## config.mk

```make
export PLATFORM = sky130hd
export DESIGN_NAME = prng_jump
export DESIGN_NICKNAME = d
export VERILOG_FILES = /design/src/rtl/jump_pkg.sv /design/src/rtl/xoro_step.sv /design/src/rtl/jump_ctrl.sv /design/src/rtl/jump_datapath.sv /design/src/rtl/prng_jump.sv
export SDC_FILE = /design/constraint.sdc
export NUM_CORES = 1
export LEC_CHECK = 0
export ABC_AREA = 0
export ABC_CLOCK_PERIOD_IN_PS = 2200
export CORE_MARGIN = 5
export CORE_UTILIZATION = 55
export DETAILED_ROUTE_END_ITERATION = 8
export PLACE_DENSITY_LB_ADDON = 0.2
export SETUP_SLACK_MARGIN = 0.2
export SYNTH_ARGS = -nofsm -noshare
export SYNTH_HDL_FRONTEND = slang
export SYNTH_SLANG_ARGS = --single-unit
```

## constraint.sdc

```tcl
create_clock -name clk -period 2.2 [get_ports clk]
set_input_delay 0.22 -clock clk [delete_from_list [all_inputs] [get_ports clk]]
set_output_delay 0.22 -clock clk [all_outputs]
set_load 0.02 [all_outputs]
```

## src/rtl/jump_pkg.sv

```systemverilog
package jump_pkg;
  typedef enum logic [1:0] {
    PH_IDLE   = 2'd0,
    PH_RUN    = 2'd1,
    PH_COMMIT = 2'd2
  } phase_t;
endpackage

```

## src/rtl/xoro_step.sv

```systemverilog
module xoro_step #(
  parameter int HALF_W = 16,
  parameter int ROT_A  = 14,
  parameter int SHL_B  = 2,
  parameter int ROT_C  = 7
) (
  input  logic [2*HALF_W-1:0] cur_i,
  output logic [2*HALF_W-1:0] nxt_o
);
  logic [HALF_W-1:0] lo, hi, t, lo_n, hi_n;

  always_comb begin
    lo   = cur_i[HALF_W-1:0];
    hi   = cur_i[2*HALF_W-1:HALF_W];
    t    = hi ^ lo;
    lo_n = ((lo << ROT_A) | (lo >> (HALF_W - ROT_A))) ^ t ^ (t << SHL_B);
    hi_n = (t << ROT_C) | (t >> (HALF_W - ROT_C));
    nxt_o = {hi_n, lo_n};
  end
endmodule

```

## src/rtl/jump_ctrl.sv

```systemverilog
module jump_ctrl
  import jump_pkg::*;
#(
  parameter int KEY_W = 32,
  localparam int CNT_W = (KEY_W > 1) ? $clog2(KEY_W) : 1
) (
  input  logic             clk,
  input  logic             rst,
  input  logic             start_i,
  output logic             load_o,
  output logic             run_o,
  output logic             commit_o,
  output logic             busy_o,
  output logic [CNT_W-1:0] idx_o
);
  phase_t           phase;
  logic [CNT_W-1:0] cnt;

  always_ff @(posedge clk) begin
    if (rst) begin
      phase <= PH_IDLE;
      cnt   <= '0;
    end else begin
      case (phase)
        PH_IDLE: begin
          cnt <= '0;
          if (start_i) phase <= PH_RUN;
        end
        PH_RUN: begin
          cnt <= cnt + 1'b1;
          if (cnt == CNT_W'(KEY_W - 1)) phase <= PH_COMMIT;
        end
        default: phase <= PH_IDLE;
      endcase
    end
  end

  assign load_o   = (phase == PH_IDLE) && start_i;
  assign run_o    = (phase == PH_RUN);
  assign commit_o = (phase == PH_COMMIT);
  assign busy_o   = (phase != PH_IDLE);
  assign idx_o    = cnt;
endmodule

```

## src/rtl/jump_datapath.sv

```systemverilog
module jump_datapath #(
  parameter int HALF_W = 16,
  parameter int KEY_W  = 32,
  parameter int ROT_A  = 14,
  parameter int SHL_B  = 2,
  parameter int ROT_C  = 7,
  localparam int STATE_W = 2 * HALF_W,
  localparam int CNT_W   = (KEY_W > 1) ? $clog2(KEY_W) : 1
) (
  input  logic               clk,
  input  logic               rst,
  input  logic               load_i,
  input  logic               run_i,
  input  logic               commit_i,
  input  logic [CNT_W-1:0]   idx_i,
  input  logic [KEY_W-1:0]   key_i,
  input  logic [STATE_W-1:0] seed_i,
  output logic [STATE_W-1:0] result_o,
  output logic               done_o
);
  logic [STATE_W-1:0] work, acc, work_nxt;
  logic [KEY_W-1:0]   key_q;

  xoro_step #(.HALF_W(HALF_W), .ROT_A(ROT_A), .SHL_B(SHL_B), .ROT_C(ROT_C))
    u_step (.cur_i(work), .nxt_o(work_nxt));

  always_ff @(posedge clk) begin
    if (rst) begin
      work     <= '0;
      acc      <= '0;
      key_q    <= '0;
      result_o <= '0;
      done_o   <= 1'b0;
    end else begin
      done_o <= commit_i;
      if (load_i) begin
        work  <= seed_i;
        acc   <= '0;
        key_q <= key_i;
      end else if (run_i) begin
        work <= work_nxt;
        if (key_q[idx_i]) acc <= acc ^ work;
      end
      if (commit_i) result_o <= acc;
    end
  end
endmodule

```

## src/rtl/prng_jump.sv

```systemverilog
module prng_jump #(
  parameter int HALF_W = 16,
  parameter int KEY_W  = 32,
  parameter int ROT_A  = 14,
  parameter int SHL_B  = 2,
  parameter int ROT_C  = 7,
  localparam int STATE_W = 2 * HALF_W,
  localparam int CNT_W   = (KEY_W > 1) ? $clog2(KEY_W) : 1
) (
  input  logic               clk,
  input  logic               rst,
  input  logic               start_i,
  input  logic [KEY_W-1:0]   key_i,
  input  logic [STATE_W-1:0] seed_i,
  output logic               busy_o,
  output logic               done_o,
  output logic [STATE_W-1:0] state_o
);
  logic             load, run, commit;
  logic [CNT_W-1:0] idx;

  jump_ctrl #(.KEY_W(KEY_W)) u_ctrl (
    .clk(clk), .rst(rst), .start_i(start_i),
    .load_o(load), .run_o(run), .commit_o(commit),
    .busy_o(busy_o), .idx_o(idx)
  );

  jump_datapath #(
    .HALF_W(HALF_W), .KEY_W(KEY_W),
    .ROT_A(ROT_A), .SHL_B(SHL_B), .ROT_C(ROT_C)
  ) u_dp (
    .clk(clk), .rst(rst), .load_i(load), .run_i(run), .commit_i(commit),
    .idx_i(idx), .key_i(key_i), .seed_i(seed_i),
    .result_o(state_o), .done_o(done_o)
  );
endmodule

```

==> flow_summary_export.csv <==
group,metric,value,unit
status,status,"complete, no violations",
timing,setup_tns,0,ps
grt,gr-usage-all-layers,24.8,%
layout,syn_to_final_growth,28.2,%
clock_tree,cts_made_buffers,17,
timing,fin_crit_sh,93.3,%
clock_tree,cts_root_buf,"clkbuf_16",
setup_path,cp_slowest_cell,"mux4_2",
setup_path,path_delay_family,"multiplexers",
timing,worstMarginPinSlew,642,ps
setup_path,arrival,2390,ps
logic_synthesis,synth_area_per_cell,8.52,µm²
clock_tree,htree_levels,4,
die,rows,40,
logic_synthesis,syn_area,6800,µm²
layout,multi_input_area,3750,µm²
setup_path,worstPathRequired,2540,ps
logic_synthesis,synthArstFlopShare,0,%
logic_synthesis,yosysWarningCount,0,
clock_tree,clkTransAtPathRegs,60,ps
job,cap_viol_max_count,0,
die,coreArea,12100,µm²
die,dieWidth,121,µm
timing,fin_worst_skew,4.67,ps
setup_path,startpoint_type,"flip-flop",
placed_design,dp_hpwl,12.0,mm
setup_path,worstSetupPathDepth,7,
logic_synthesis,synth_edf_count,0,
die,dieArea,14700,µm²
timing,hold_violations,0,
setup_path,critPathKind,"reg -> reg",
die,start_util,56.3,%
layout,regArea,2730,µm²
drt,drtIter0Drc,531,
hold_path,hp-class,"in -> reg",
drt,dr.pass1.iters,6,
timing,setup_viol,0,
layout,drive_gt1_share,13.9,%
drt,vias,6162,
layout,fillers,914,
clock_tree,insertion_delay,420,ps
placed_design,place_congestion,0.905,
grt,grt_start_max_net_pins,48,
timing,slew_violations,0,
pwr,leakage,0.00290,µW
pwr,vdd_drop_max,0.574,mV
die,io_pins,101,
drt,routed_via_density,5.81,
logic_synthesis,synth_fp_nets,867,
layout,final_cells,1061,
setup_path,rrSetupSlack,150,ps
drt,wire_per_inst,17.9,µm
timing,finalCriticalPeriod,2050,ps
logic_synthesis,ys_seq_elements,136,
drt,detail-route-antenna-nets,0,
timing,rsz0062_at_grt,"true",
timing,slew_headroom,57.0,%
setup_path,critical-path-max-stage-delay,510,ps
setup_path,worstPathCellList,"buf_6 -> mux4_2 -> mux2i_2 -> mux2_4 -> buf_6 -> o22ai_1 -> mux2i_1",
clock_tree,clock_path_buffers,2,
layout,n_antenna_cell,0,
setup_path,cp_num_buf_inv,2,
placed_design,io_buffers,100,
grt,antenna_found_initial,0,
timing,max_freq,487,MHz
grt,grt_first_pass_wirelength,29.1,mm
layout,final_cell_mix,"nand2_1, dfxtp_1, clkdlybuf4s50_1",
layout,final_common_cell,"nand2_1",
logic_synthesis,synthCells,798,
setup_path,startpoint,"u_ctrl.idx_o[1]$_SDFFE_PP0P_",
setup_path,ff2ff_path_depth,7,
hold_path,worstHoldStart,"rst",
setup_path,cp_common_cell,"buf_6",
layout,final_util,72.2,%
setup_path,cp-end-kind,"flip-flop",
logic_synthesis,yosysUniqueCellTypes,43,
clock_tree,clock-sinks,136,
placed_design,dp_cells,1020,
logic_synthesis,ys_seq_area_share,40.1,%
setup_path,r2r-end,"u_dp.acc[2]$_SDFFE_PP0P_",
drt,totalWireLength,19.0,mm
clock_tree,cts_tree,"yes",
drt,drc,0,
clock_tree,cts_hold_buf,0,
pwr,powerDensity,792,nW/µm²
grt,grt_pass1_vias,5962,
setup_path,cp_max_fo,6,
setup_path,r2r-start,"u_ctrl.idx_o[1]$_SDFFE_PP0P_",
die,die_y,121,µm
setup_path,endpoint,"u_dp.acc[2]$_SDFFE_PP0P_",
layout,finalNetCount,949,
grt,gr-total-overflow,0,
logic_synthesis,synth_ff_type,"dfxtp_1",
==> cell families after synthesis <==
| group | synth area share (%) |
|---|---|
| fa+ha+maj | 0.368 |
| buf+inv | 6.65 |
| compound gates | 13.3 |
| mux | 9.00 |
| xor+xnor | 5.93 |
| flops | 40.1 |
| simple gates | 24.6 |
==> state kept, by name (all words and copies together), names as in the netlist <==
register and cells:
u_dp.work 32, u_dp.result_o 32, u_ctrl.idx_o 5, u_dp.key_q 32
u_ctrl.phase 2, u_dp.acc 32, u_dp.done_o 1
==> cell type report <==
cell class | instances | area share, %
clock buffer | 24 | 5.87
clock inverter | 8 | 1.32
inverter | 1 | 0.0431
multi-input combinational | 589 | 43.0
sequential | 136 | 31.3
tap | 168 | 2.41
timing repair buffer | 135 | 16.1
==> worst min path at each step <==
| stage | endpoint | slack [ps] | cells past startpoint |
|---|---|---|---|
| CTS | u_dp.work[29]$_SDFFE_PP0P_ | 180 | 2 |
| global route | u_dp.work[23]$_SDFFE_PP0P_ | 190 | 2 |
| finish | u_dp.work[18]$_SDFFE_PP0P_ | 190 | 2 |
| global placement | u_dp.key_q[6]$_SDFFE_PP0P_ | 440 | 2 |
| floorplan | u_dp.key_q[0]$_SDFFE_PP0P_ | 360 | 2 |
| detailed placement | u_dp.key_q[23]$_SDFFE_PP0P_ | 450 | 2 |
==> worst register-to-register path, cell delays in order (launching register included) <==
cell     delay [ps]
dfxtp_2         340
buf_6           130
mux4_2          520
mux2i_2         200
mux2_4          280
buf_6           170
o22ai_1         120
mux2i_1         210
==> power breakdown <==
group	total (µW)	internal (µW)	switching, µW
Sequential	2750	2580	175
Combinational	1170	570	599
Clock	2980	1950	1030
Total	6900	5100	1800
==> repair_timing <==
| item | 4_1_cts | 5_1_grt |
|---|---|---|
| pin swaps | 0 | 9 |
| gates resized for setup | 0 | 35 |
| endpoints found under the setup margin | 20 | 33 |
| setup buffers | 1 | 3 |
| endpoints found under the hold margin | 0 | 0 |
| gates cloned | 0 | 5 |
==> routing by layer <==
layer | up-vias | track usage [%] | part of all wire [%]
met5 | - | 0 | 0
met4 | 0 | 9.31 | 3.1
met3 | 53 | 5.73 | 6.5
met2 | 256 | 43.1 | 50
met1 | 2926 | 30.0 | 41
li1 | 2927 | - | -
==> stage by stage <==
step	hold WS, ps	total power [µW]	cell area (µm²)	setup slack [ps]
2_1_floorplan	356	3530	6800	402
3_3_place_gp	441	3840	7840	227
3_5_place_dp	446	3860	7840	206
4_1_cts	183	6830	8470	188
5_1_grt	189	7140	8710	37.6
6_report	193	6900	8710	147
==> Yosys cell counts, drive strengths merged, types with 10 or more instances <==
cell type	count	share of area, %
a21oi	66	4.9
a221oi	16	2.1
buf	16	1.7
clkbuf	53	4.3
dfxtp	136	40
mux2i	36	5.3
nand2	162	8.9
nand3	33	2.4
nand3b	32	3.5
nor2	84	4.6
nor4	10	0.92
o22ai	32	4.8
or3	34	3.3
xnor2	43	5.5
Note: power is estimated with default switching activity, not from simulation.
